$ cat config.mk
export PLATFORM = sky130hd
export DESIGN_NAME = txring_engine
export DESIGN_NICKNAME = d
export VERILOG_FILES = /design/src/rtl/txring_pkg.sv /design/src/rtl/txring_slot_file.sv /design/src/rtl/txring_seq.sv /design/src/rtl/txring_engine.sv
export SDC_FILE = /design/constraint.sdc
export NUM_CORES = 1
export LEC_CHECK = 0
export ABC_AREA = 1
export ABC_CLOCK_PERIOD_IN_PS = 4510
export CAP_MARGIN = 5
export CELL_PAD_IN_SITES_DETAIL_PLACEMENT = 0
export CELL_PAD_IN_SITES_GLOBAL_PLACEMENT = 1
export CORE_ASPECT_RATIO = 0.7
export CORE_MARGIN = 2
export CORE_UTILIZATION = 43
export DETAILED_ROUTE_END_ITERATION = 16
export PLACE_DENSITY = 0.95
export SLEW_MARGIN = 10
export SYNTH_ARGS = -nofsm -noshare
export SYNTH_HDL_FRONTEND = slang
export SYNTH_HIERARCHICAL = 1
export SYNTH_SLANG_ARGS = --single-unit
$ cat constraint.sdc
create_clock -name clk -period 4.51 [get_ports clk]
set_clock_uncertainty 0.2 [all_clocks]
set_input_delay 0.902 -clock clk [delete_from_list [all_inputs] [get_ports clk]]
set_output_delay 0.902 -clock clk [all_outputs]
set_load 0.01 [all_outputs]
$ cat src/rtl/txring_pkg.sv
package txring_pkg;

  localparam int STAT_W = 14;

  typedef enum logic [1:0] {
    FLD_STAT = 2'd0,
    FLD_CTRL = 2'd1,
    FLD_LEN  = 2'd2,
    FLD_RSVD = 2'd3
  } fld_e;

  typedef enum logic {
    ENG_WAIT = 1'b0,
    ENG_SEND = 1'b1
  } eng_e;

  // ring successor of a slot index
  function automatic int unsigned ring_next(int unsigned idx, int unsigned n);
    return (idx + 1) % n;
  endfunction

  // control word image: address[31:6], zero[5:4], index[3:2], done, enable
  function automatic logic [31:0] pack_ctrl(logic [25:0] base, logic [1:0] idx,
                                            logic done, logic en);
    return {base, 2'b00, idx, done, en};
  endfunction

endpackage

$ cat src/rtl/txring_slot_file.sv
module txring_slot_file
  import txring_pkg::*;
#(
  parameter int SLOTS = 4,
  parameter int LEN_W = 14,
  parameter int IDX_W = 2
) (
  input  logic                          clk,
  input  logic                          rst_n,
  input  logic                          sw_we,
  input  logic [IDX_W-1:0]              sw_slot,
  input  fld_e                          sw_fld,
  input  logic [31:0]                   sw_wdata,
  input  logic                          wb_fire,
  input  logic [IDX_W-1:0]              wb_slot,
  input  logic [STAT_W-1:0]             wb_status,
  output logic [SLOTS-1:0]              en_vec,
  output logic [SLOTS-1:0]              done_vec,
  output logic [SLOTS-1:0][25:0]        base_arr,
  output logic [SLOTS-1:0][LEN_W-1:0]   len_arr,
  output logic [SLOTS-1:0][STAT_W-1:0]  stat_arr,
  output logic                          wr_blocked
);

  for (genvar s = 0; s < SLOTS; s++) begin : g_slot
    logic              en_q, done_q;
    logic [25:0]       base_q;
    logic [LEN_W-1:0]  len_q;
    logic [STAT_W-1:0] stat_q;
    logic              sel_w, hit_wb;

    assign sel_w  = sw_we   && (sw_slot == IDX_W'(s));
    assign hit_wb = wb_fire && (wb_slot == IDX_W'(s));

    always_ff @(posedge clk) begin
      if (!rst_n) begin
        en_q   <= 1'b0;
        done_q <= 1'b0;
        base_q <= '0;
        len_q  <= '0;
        stat_q <= '0;
      end else if (hit_wb) begin
        en_q   <= 1'b0;
        done_q <= 1'b1;
        stat_q <= wb_status;
      end else if (sel_w && !en_q) begin
        case (sw_fld)
          FLD_CTRL: begin
            en_q   <= sw_wdata[0];
            done_q <= done_q & sw_wdata[1];
            base_q <= sw_wdata[31:6];
          end
          FLD_LEN:  len_q <= sw_wdata[LEN_W-1:0];
          default:  ;
        endcase
      end
    end

    assign en_vec[s]   = en_q;
    assign done_vec[s] = done_q;
    assign base_arr[s] = base_q;
    assign len_arr[s]  = len_q;
    assign stat_arr[s] = stat_q;
  end

  assign wr_blocked = sw_we && en_vec[sw_slot] &&
                      (sw_fld == FLD_CTRL || sw_fld == FLD_LEN);

endmodule

$ cat src/rtl/txring_seq.sv
module txring_seq
  import txring_pkg::*;
#(
  parameter int SLOTS = 4,
  parameter int IDX_W = 2
) (
  input  logic             clk,
  input  logic             rst_n,
  input  logic [SLOTS-1:0] en_vec,
  input  logic             snd_ack,
  output logic             snd_req,
  output logic [IDX_W-1:0] cur_idx,
  output logic             wb_fire
);

  eng_e             state_q;
  logic [IDX_W-1:0] idx_q;
  logic             launch;

  assign launch  = (state_q == ENG_WAIT) && en_vec[idx_q];
  assign wb_fire = (state_q == ENG_SEND) && snd_ack;

  always_ff @(posedge clk) begin
    if (!rst_n) begin
      state_q <= ENG_WAIT;
      idx_q   <= '0;
    end else if (launch) begin
      state_q <= ENG_SEND;
    end else if (wb_fire) begin
      state_q <= ENG_WAIT;
      idx_q   <= IDX_W'(ring_next(int'(idx_q), SLOTS));
    end
  end

  assign snd_req = (state_q == ENG_SEND);
  assign cur_idx = idx_q;

endmodule

$ cat src/rtl/txring_engine.sv
module txring_engine
  import txring_pkg::*;
#(
  parameter int SLOTS  = 4,
  parameter int LEN_W  = 14,
  parameter int IDX_W  = $clog2(SLOTS),
  parameter int REG_AW = IDX_W + 2
) (
  input  logic              clk,
  input  logic              rst_n,
  input  logic              reg_wr,
  input  logic [REG_AW-1:0] reg_waddr,
  input  logic [31:0]       reg_wdata,
  output logic [31:0]       reg_rdata,
  output logic              snd_req,
  output logic [31:0]       snd_addr,
  output logic [LEN_W-1:0]  snd_len,
  input  logic              snd_ack,
  input  logic [STAT_W-1:0] snd_status,
  output logic [IDX_W-1:0]  cur_slot,
  output logic              irq
);

  logic [IDX_W-1:0]              sw_slot;
  fld_e                          sw_fld;
  logic [SLOTS-1:0]              en_vec, done_vec;
  logic [SLOTS-1:0][25:0]        base_arr;
  logic [SLOTS-1:0][LEN_W-1:0]   len_arr;
  logic [SLOTS-1:0][STAT_W-1:0]  stat_arr;
  logic                          wr_blocked;
  logic                          wb_fire;
  logic [IDX_W-1:0]              cur_idx;
  logic [1:0]                    idx_field;

  assign sw_slot = reg_waddr[REG_AW-1:2];
  assign sw_fld  = fld_e'(reg_waddr[1:0]);

  txring_slot_file #(.SLOTS(SLOTS), .LEN_W(LEN_W), .IDX_W(IDX_W)) u_slots (
    .clk       (clk),
    .rst_n     (rst_n),
    .sw_we     (reg_wr),
    .sw_slot   (sw_slot),
    .sw_fld    (sw_fld),
    .sw_wdata  (reg_wdata),
    .wb_fire   (wb_fire),
    .wb_slot   (cur_idx),
    .wb_status (snd_status),
    .en_vec    (en_vec),
    .done_vec  (done_vec),
    .base_arr  (base_arr),
    .len_arr   (len_arr),
    .stat_arr  (stat_arr),
    .wr_blocked(wr_blocked)
  );

  txring_seq #(.SLOTS(SLOTS), .IDX_W(IDX_W)) u_seq (
    .clk    (clk),
    .rst_n  (rst_n),
    .en_vec (en_vec),
    .snd_ack(snd_ack),
    .snd_req(snd_req),
    .cur_idx(cur_idx),
    .wb_fire(wb_fire)
  );

  assign idx_field = 2'(cur_idx);
  assign cur_slot  = cur_idx;
  assign snd_addr  = {base_arr[cur_idx], 6'b0};
  assign snd_len   = len_arr[cur_idx];
  assign irq       = |done_vec;

  always_comb begin
    case (sw_fld)
      FLD_STAT: reg_rdata = 32'(stat_arr[sw_slot]);
      FLD_CTRL: reg_rdata = pack_ctrl(base_arr[sw_slot], idx_field,
                                      done_vec[sw_slot], en_vec[sw_slot]);
      FLD_LEN:  reg_rdata = 32'(len_arr[sw_slot]);
      default:  reg_rdata = '0;
    endcase
  end

endmodule

Yosys cells after proc, flatten, opt, wreduce, memory -nomap -nowiden
Cells that the tools add are included.
{ "op_classes": {"eq_ne": 8, "reduce_logical": 52, "add_sub_neg": 1, "n_bitwise": 11, "magnitude_cmp": 2, "muxes": 31} }
{ "ops": {"columns": ["cell", "count"], "rows": [
  ["binary-select mux 26 bit (select 2 bit)", 2],
  ["case mux 32 bit (3 select lines)", 1],
  ["binary-select mux 14 bit (select 2 bit)", 3],
  ["two-way mux 26 bit", 2],
  ["two-way mux 14 bit", 3],
  ["AND reduction 3 bit", 8],
  ["AND reduction 2 bit", 9],
  ["nonzero test 2 bit", 9],
  ["two-way mux 1 bit", 17],
  ["logical AND 1 bit", 14],
  ["equality test 2 bit, second input constant", 5],
  ["OR reduction 2 bit", 4],
  ["inverter 1 bit", 7],
  ["binary-select mux 1 bit (select 2 bit)", 3],
  ["equality test 2 x 1 -> 1 bit, second input constant", 3],
  ["logical NOT 2 bit", 3],
  ["< comparator 2 x 3 -> 1 bit, second input constant", 2],
  ["AND 1 bit", 4],
  ["logical NOT 1 bit", 4],
  ["OR reduction 4 bit", 1],
  ["adder 2 x 1 -> 2 bit, second input constant", 1]
]} }
{ "totals": {"input_bits": 54, "output_inout_bits": 82, "wordCells": 127, "reg_bits": 227} }

Longest topological paths before layout
Gate-level depths: netlist of run 1.
{ "logic_depth": {"ltp_word": 5, "depth_mapped": 9, "mapped_depth_nobuf": 8} }

Modules after synthesis
Netlist of run 1, hierarchy kept.
{ "modules_own_cells": {"columns": ["module", "cells_each", "area_each_um2", "instances", "seq_area_each_um2"], "rows": [
  ["txring_slot_file", 1272, 9006.1, 1, 4484.3],
  ["txring_engine", 855, 3794.9, 1, 0.0],
  ["txring_seq", 24, 158.9, 1, 60.1]
]} }

Worst setup path before layout of run 1
Ideal clock, no wire load.
{ "synth_path": {"path_type": "input port to output port", "from": "input port reg_waddr[2]", "to": "output port reg_rdata[15]", "required_ns": 3.408, "n_path_buf": 2, "stages": 5, "arrival_ns": 1.673, "slack_ns": 1.735, "cell_sequence": "buf_6 > inv_4 > clkbuf_1 > o21ai_0 > a21oi_1"} }
{ "synth_via": {"elab_chain_len": 3} }
{ "synth_rtl": {"columns": ["item", "line_no", "text"], "rows": [
  ["start: declaration", "txring_engine.sv:12", "input logic [REG_AW-1:0] reg_waddr,"],
  ["binary-select mux 26 bit (select 2 bit)", "txring_engine.sv:75", "FLD_CTRL: reg_rdata = pack_ctrl(base_arr[sw_slot], idx_field,"],
  ["two-way mux 26 bit (not written as such)", "txring_engine.sv:75", null],
  ["case mux 32 bit (3 select lines)", "txring_engine.sv:73", "case (sw_fld)"],
  ["end: declaration", "txring_engine.sv:14", "output logic [31:0] reg_rdata,"]
]} }
No other way between the ends. The select of a mux whose other input is x is not followed.

Worst setup path in the final report of run 1
{ "layout_path": {"from": "register u_seq.idx_q[0], in the netlist u_seq/cur_idx[0]", "to": "output port snd_addr[13]"} }
{ "layout_via": {"elab_chain_len": 2} }
{ "layout_rtl": {"columns": ["item", "line_no", "text"], "rows": [
  ["start: declaration", "txring_seq.sv:17", "logic [IDX_W-1:0] idx_q;"],
  ["start signal: assignment", "txring_seq.sv:31", "idx_q <= IDX_W'(ring_next(int'(idx_q), SLOTS));"],
  ["binary-select mux 26 bit (select 2 bit)", "txring_engine.sv:68", "assign snd_addr = {base_arr[cur_idx], 6'b0};"],
  ["two-way mux 26 bit (not written as such)", "txring_engine.sv:68", null],
  ["end: declaration", "txring_engine.sv:16", "output logic [31:0] snd_addr,"]
]} }
No other way between the ends. The select of a mux whose other input is x is not followed.

==> reports/qor.csv, run 1 <==
stage,metric,value,unit
global_route,grt_remaining_overflow,0,
floorplan,boundaryPins,136,
synth,syn-mean-instance-area,6.027,um^2
synth,yosysWarnings,6,
drt,drt-pass1-iter-count,6,
clock_tree,clkSlewWorstSetupHoldPaths,0.06,ns
drt,routed_wl,42370,um
finish,synthToLayoutAreaGrowth,15.06,%
clock_tree,clk_path_buf_depth,3,
setup_path,cp.arrival,2.81,ns
placed_design,place_area,0.01410,mm^2
clock_tree,cts_buffers,25,
synth,synth_cells,2146,
global_route,grt_pass1_wl,67070,um
timing,setup_violations,0,
setup_path,cp-start-kind,register,
finish,final_cell_mix,"521 x nor2_1, 506 x nand2_1, 226 x dfxtp_1",
floorplan,die_area,0.03150,mm^2
global_route,antenna_found_initial,0,
clock_tree,clock_latency,0.56,ns
pwr,p_int,3.411,mW
global_route,track_usage,26.59,%
timing,min_period,3.916,ns
drt,vias,13583,
setup_path,path_class,reg -> out,
pwr,p_clk_share,43.6,%
setup_path,path_delay_family,buffers and inverters,
floorplan,core,0.02977,mm^2
setup_path,required,3.41,ns
synth,syn_area,0.01293,mm^2
drt,drt_iter0_drc,1309,
pwr,switching_power,1.246,mW
timing,hold_viol,0,
drt,wire_per_inst,16.41,um
clock_tree,post_cts_resized,0,
setup_path,crit_path_max_fanout,72,
clock_tree,cts_tree,done,
global_route,grt_start_max_net_pins,131,
pwr,switching_share,26.75,%
finish,nNetsFinal,2241,
finish,layout.cells.non_filler,2582,
placed_design,port_buffers,129,
pwr,pwr-share-comb,12.1,%
run_status,status,finished clean,
timing,max_slew.worst_pin.slew,0.8998,ns
clock_tree,clock_sinks,227,
clock_tree,clockRootBuffer,clkbuf_16,
finish,fillers,3072,
pwr,vdd_drop_max,0.2060,mV
setup_path,slowest_delay,0.70,ns
pwr,powerDensity,312.9,mW/mm^2
job,cap_violations,0,
finish,final_layout_size_suffix_gt1_share,4.870,%
clock_tree,htreeDepth,1,
timing,relSlewSlack,40.01,%
timing,finalCritPeriodShare,86.84,%
setup_path,crit_buf_inv,2,
floorplan,fp.dieW,211.3,um
placed_design,globalplace.congestion,0.8657,
drt,via_per_inst,5.261,
global_route,grt_pass1_vias,12657,
setup_path,slowest_stage,buf_4,
finish,final_area,0.01488,mm^2
floorplan,die_h,149.1,um
clock_tree,postCtsSetupBuffers,0,
timing,max_freq,0.2553,GHz
hold_path,hold_class,reg -> reg,
pwr,power.leakage,6.346,nW
floorplan,start_util,43.44,%
timing,rsz0062_at_grt,no,
clock_tree,cts_hold_buf,0,
finish,insertedDiodeCount,0,
finish,layout_commonest_cell,nor2_1,
setup_path,crit_top_cell,a21oi_1,
timing,finalSetupTns,0,ns
floorplan,row_count,53,
setup_path,cp-end-kind,output port,
placed_design,place_inst,2543,
timing,drv_slew,0,
drt,drcViolationCount,0,
drt,ant_nets,0,
pwr,pwr-share-seq,44.3,%
setup_path,crit_chain,buf_4 -> a21oi_1 -> a21oi_1 -> clkdlybuf4s50_1,
placed_design,place_hpwl,26380,um
registers in the layout (all words and copies together) (netlist names):
register and cells:
u_slots/g_slot.base_q 104, u_slots/g_slot.en_q 4, u_seq/snd_req 1, u_slots/g_slot.done_q 4
u_slots/g_slot.stat_q 56, u_slots/g_slot.len_q 56, u_seq/cur_idx 2
area by class of cell:
cell class	count	area [um^2]	area share [%]
multi-input cells	1531	6588	44.27
flip-flops and latches	227	4546	30.54
repair buffers	167	1608	10.80
inverters	233	877.1	5.894
clock buffers	36	726.9	4.885
well taps	385	481.7	3.237
clock inverters	3	55.05	0.3699
final timing paths:
| kind | end | depth (start not counted) | slack (ns) | from |
|---|---|---|---|---|
| worst max-delay path | snd_addr[13] | 4 | 0.59 | u_seq/cur_idx[0] |
| worst min-delay path | u_slots/g_slot[3].stat_q[3] | 2 | 0.25 | u_slots/g_slot[3].stat_q[3] |
| worst max register to register | u_slots/g_slot[0].len_q[9] | 8 | 1.53 | u_seq/cur_idx[0] |
| worst min register to register | u_slots/g_slot[3].stat_q[3] | 2 | 0.25 | u_slots/g_slot[3].stat_q[3] |
stage by stage:
stage / power (mW) / worst slack, ns / utilization [%] / hold WS (ns)
after detailed placement: 2.660 / 0.6360 / 47.35 / 0.2406
after global routing: 4.819 / 0.4529 / 49.98 / 0.2631
after global placement: 2.656 / 0.6616 / 47.35 / 0.2346
final: 4.656 / 0.5936 / 49.98 / 0.2460
after CTS: 4.671 / 0.6242 / 49.98 / 0.2494
after floorplan: 2.459 / 1.735 / - / 0.2237
routing by layer:
metal | GRT usage (%) | share of wire, % | up-vias
met5 | 0 | 0 | -
met2 | 41.46 | 43 | 554
li1 | - | - | 6742
met3 | 4.653 | 8.6 | 64
met1 | 38.20 | 46 | 6223
met4 | 6.232 | 1.8 | 0
power by group through the flow:
| stage | clock [mW] | sequential (mW) | combinational, mW |
|---|---|---|---|
| 3_3_place_gp | 0 | 2.11 | 0.550 |
| 3_5_place_dp | 0 | 2.11 | 0.554 |
| 6_report | 2.03 | 2.06 | 0.562 |
| 2_1_floorplan | 0 | 2.10 | 0.359 |
| 5_1_grt | 2.13 | 2.07 | 0.620 |
| 4_1_cts | 2.05 | 2.06 | 0.556 |
tightest hold or removal path: stages (launching register included):
cell	delay (ns)
dfxtp_1	0.31
inv_1	0.05
a21oi_1	0.05
No activity file was read; power rests on OpenSTA's default activity.
==> run 2, diff against run 1 <==
--- a/config.mk
+++ b/config.mk
@@ -12,9 +12,9 @@
 export CELL_PAD_IN_SITES_GLOBAL_PLACEMENT = 1
 export CORE_ASPECT_RATIO = 0.7
 export CORE_MARGIN = 2
-export CORE_UTILIZATION = 43
+export CORE_UTILIZATION = 35
 export DETAILED_ROUTE_END_ITERATION = 16
-export PLACE_DENSITY = 0.95
+export PLACE_DENSITY = 0.84
 export SLEW_MARGIN = 10
 export SYNTH_ARGS = -nofsm -noshare
 export SYNTH_HDL_FRONTEND = slang
==> reports/qor.csv, run 2 (synthesis gave the netlist of run 1 again) <==
stage,metric,value,unit,change
setup_path,cp-start-kind,register,,
floorplan,die_h,164.8,um,+11%
finish,fillers,3866,,+26%
drt,drcViolationCount,0,,unchanged
clock_tree,postCtsSetupBuffers,0,,unchanged
clock_tree,clockRootBuffer,clkbuf_16,,
job,cap_violations,0,,unchanged
clock_tree,cts_hold_buf,0,,unchanged
finish,largest_reg_flops,104,,unchanged
clock_tree,post_cts_resized,0,,unchanged
pwr,power.leakage,6.377,nW,+0.49%
floorplan,boundaryPins,136,,unchanged
run_status,status,finished clean,,
finish,regMostFlops,u_slots/g_slot.base_q,,
setup_path,slowest_delay,0.61,ns,-0.09 ns
placed_design,place_inst,2634,,+3.6%
global_route,track_usage,23.44,%,-3.2 points
floorplan,start_util,35.79,%,-7.7 points
clock_tree,htreeDepth,1,,unchanged
finish,layout.cells.non_filler,2680,,+3.8%
setup_path,r2r_setup_slack,1.40,ns,-0.13 ns
placed_design,globalplace.congestion,0.8976,,+3.7%
finish,seqCellArea,0.004546,mm^2,unchanged
setup_path,required,3.41,ns,about the same
drt,vias,13593,,+0.074%
setup_path,r2r-start,u_seq/cur_idx[0],,
clock_tree,cts_buffers,26,,+4.0%
floorplan,die_area,0.03853,mm^2,+22%
finish,multiInputGateArea,0.006588,mm^2,unchanged
timing,setup_violations,0,,unchanged
floorplan,fp.dieW,233.8,um,+11%
placed_design,place_hpwl,27520,um,+4.3%
timing,drv_slew,0,,unchanged
finish,layout_commonest_cell,nor2_1,,
global_route,grt_start_max_net_pins,119,,-9.2%
global_route,antenna_found_initial,2,,+2
global_route,grt_pass1_wl,71010,um,+5.9%
floorplan,core,0.03614,mm^2,+21%
clock_tree,clkSlewWorstSetupHoldPaths,0.06,ns,about the same
clock_tree,clk_path_buf_depth,3,,unchanged
timing,relSlewSlack,33.90,%,-6.1 points
hold_path,hold_class,reg -> reg,,
global_route,grt_pass1_vias,12559,,-0.77%
drt,wire_per_inst,17.01,um,+3.7%
timing,max_freq,0.2464,GHz,-3.5%
floorplan,row_count,58,,+9.4%
setup_path,rr_worst_depth,8,,unchanged
setup_path,cp.arrival,2.96,ns,+0.15 ns
timing,max_slew.worst_pin.slew,0.9892,ns,+0.08939 ns
finish,final_layout_size_suffix_gt1_share,4.957,%,+0.087 points
hold_path,hold_start,u_slots/g_slot[3].stat_q[11],,
drt,routed_wl,45600,um,+7.6%
drt,ant_nets,0,,unchanged
hold_path,min_to,u_slots/g_slot[3].stat_q[11],,
placed_design,port_buffers,129,,unchanged
finish,reg_top3,"u_slots/g_slot.base_q x104, u_slots/g_slot.len_q x56, u_slots/g_slot.stat_q x56",,
drt,via_per_inst,5.072,,-3.6%
finish,nNetsFinal,2238,,-0.13%
timing,finalCritPeriodShare,89.97,%,+3.1 points
setup_path,crit_chain,inv_2 -> buf_4 -> o21ai_0 -> a21oi_1 -> a21oi_1 -> clkdlybuf4s50_1,,
clock_tree,cts_tree,done,,
setup_path,crit_path_max_fanout,41,,-43%
setup_path,slowest_stage,inv_2,,
setup_path,worst_r2r_endpoint,u_slots/g_slot[0].len_q[7],,
drt,drt-pass1-iter-count,5,,-1
pwr,powerDensity,324.2,mW/mm^2,+3.6%
clock_tree,clock_sinks,227,,unchanged
timing,hold_viol,0,,unchanged
hold_path,whs_path_depth,2,,unchanged
setup_path,crit_top_cell,a21oi_1,,
timing,min_period,4.058,ns,+0.1413 ns
timing,rsz0062_at_grt,no,,
pwr,vdd_drop_max,0.2915,mV,+41%
timing,finalSetupTns,0,ns,unchanged
drt,drt_iter0_drc,1192,,-8.9%
setup_path,path_class,reg -> out,,
finish,synthToLayoutAreaGrowth,16.68,%,
setup_path,cp-end-kind,output port,,
clock_tree,clock_latency,0.56,ns,about the same
global_route,grt_remaining_overflow,0,,unchanged
finish,final_cell_mix,"521 x nor2_1, 506 x nand2_1, 226 x dfxtp_1",,
[run 2: worst max-delay path by stage]
stage | from | cells past startpoint | slack (ns) | end
CTS | u_seq/cur_idx[0] | 6 | 0.45 | snd_len[10]
finish | u_seq/cur_idx[0] | 6 | 0.45 | snd_len[10]
floorplan | reg_waddr[2] | 5 | 1.73 | reg_rdata[15]
detailed placement | reg_waddr[0] | 6 | 0.57 | reg_rdata[0]
global placement | reg_waddr[0] | 6 | 0.60 | reg_rdata[0]
global route | u_seq/cur_idx[0] | 5 | 0.29 | snd_addr[13]
[run 2: layout make-up]
cell class | count | share of cell area (%)
clock inverters | 8 | 0.8208
well taps | 480 | 3.980
diodes | 1 | 0.01658
multi-input cells | 1531 | 43.65
repair buffers | 163 | 10.54
clock buffers | 37 | 5.058
inverters | 233 | 5.812
flip-flops and latches | 227 | 30.12
[run 2: critical path: cells and delay by family (launching register included)]
kind	cells	cell delay, ns
buffers and inverters	3	1.55
AO/OA/AOI/OAI	3	0.51
flip-flops	1	0.32
[run 2: layer usage]
| layer | vias up | routed length [um] | GRT usage (%) |
|---|---|---|---|
| met5 | - | 13 | 0 |
| met2 | 483 | 19480 | 35.60 |
| met4 | 2 | 775 | 4.661 |
| li1 | 6731 | - | - |
| met1 | 6306 | 21740 | 34.29 |
| met3 | 71 | 3591 | 4.541 |
[run 2: through the flow]
stage          hold slack (ns)  worst slack, ns  cell area (um^2)  util (%)  power [mW]
2_1_floorplan           0.2237            1.735             12950         -       2.459
3_3_place_gp            0.2336           0.5968             14200     39.30       2.667
3_5_place_dp            0.2386           0.5705             14200     39.30       2.672
4_1_cts                 0.2481           0.4525             15090     41.75       4.920
5_1_grt                 0.2666           0.2919             15090     41.75       5.068
6_report                0.2461           0.4523             15090     41.76       4.892
[run 2: where the power goes]
group / internal, mW / switching (mW) / total [mW]
sequential: 2.04 / 0.0243 / 2.06
combinational: 0.205 / 0.365 / 0.570
clock: 1.34 / 0.918 / 2.26
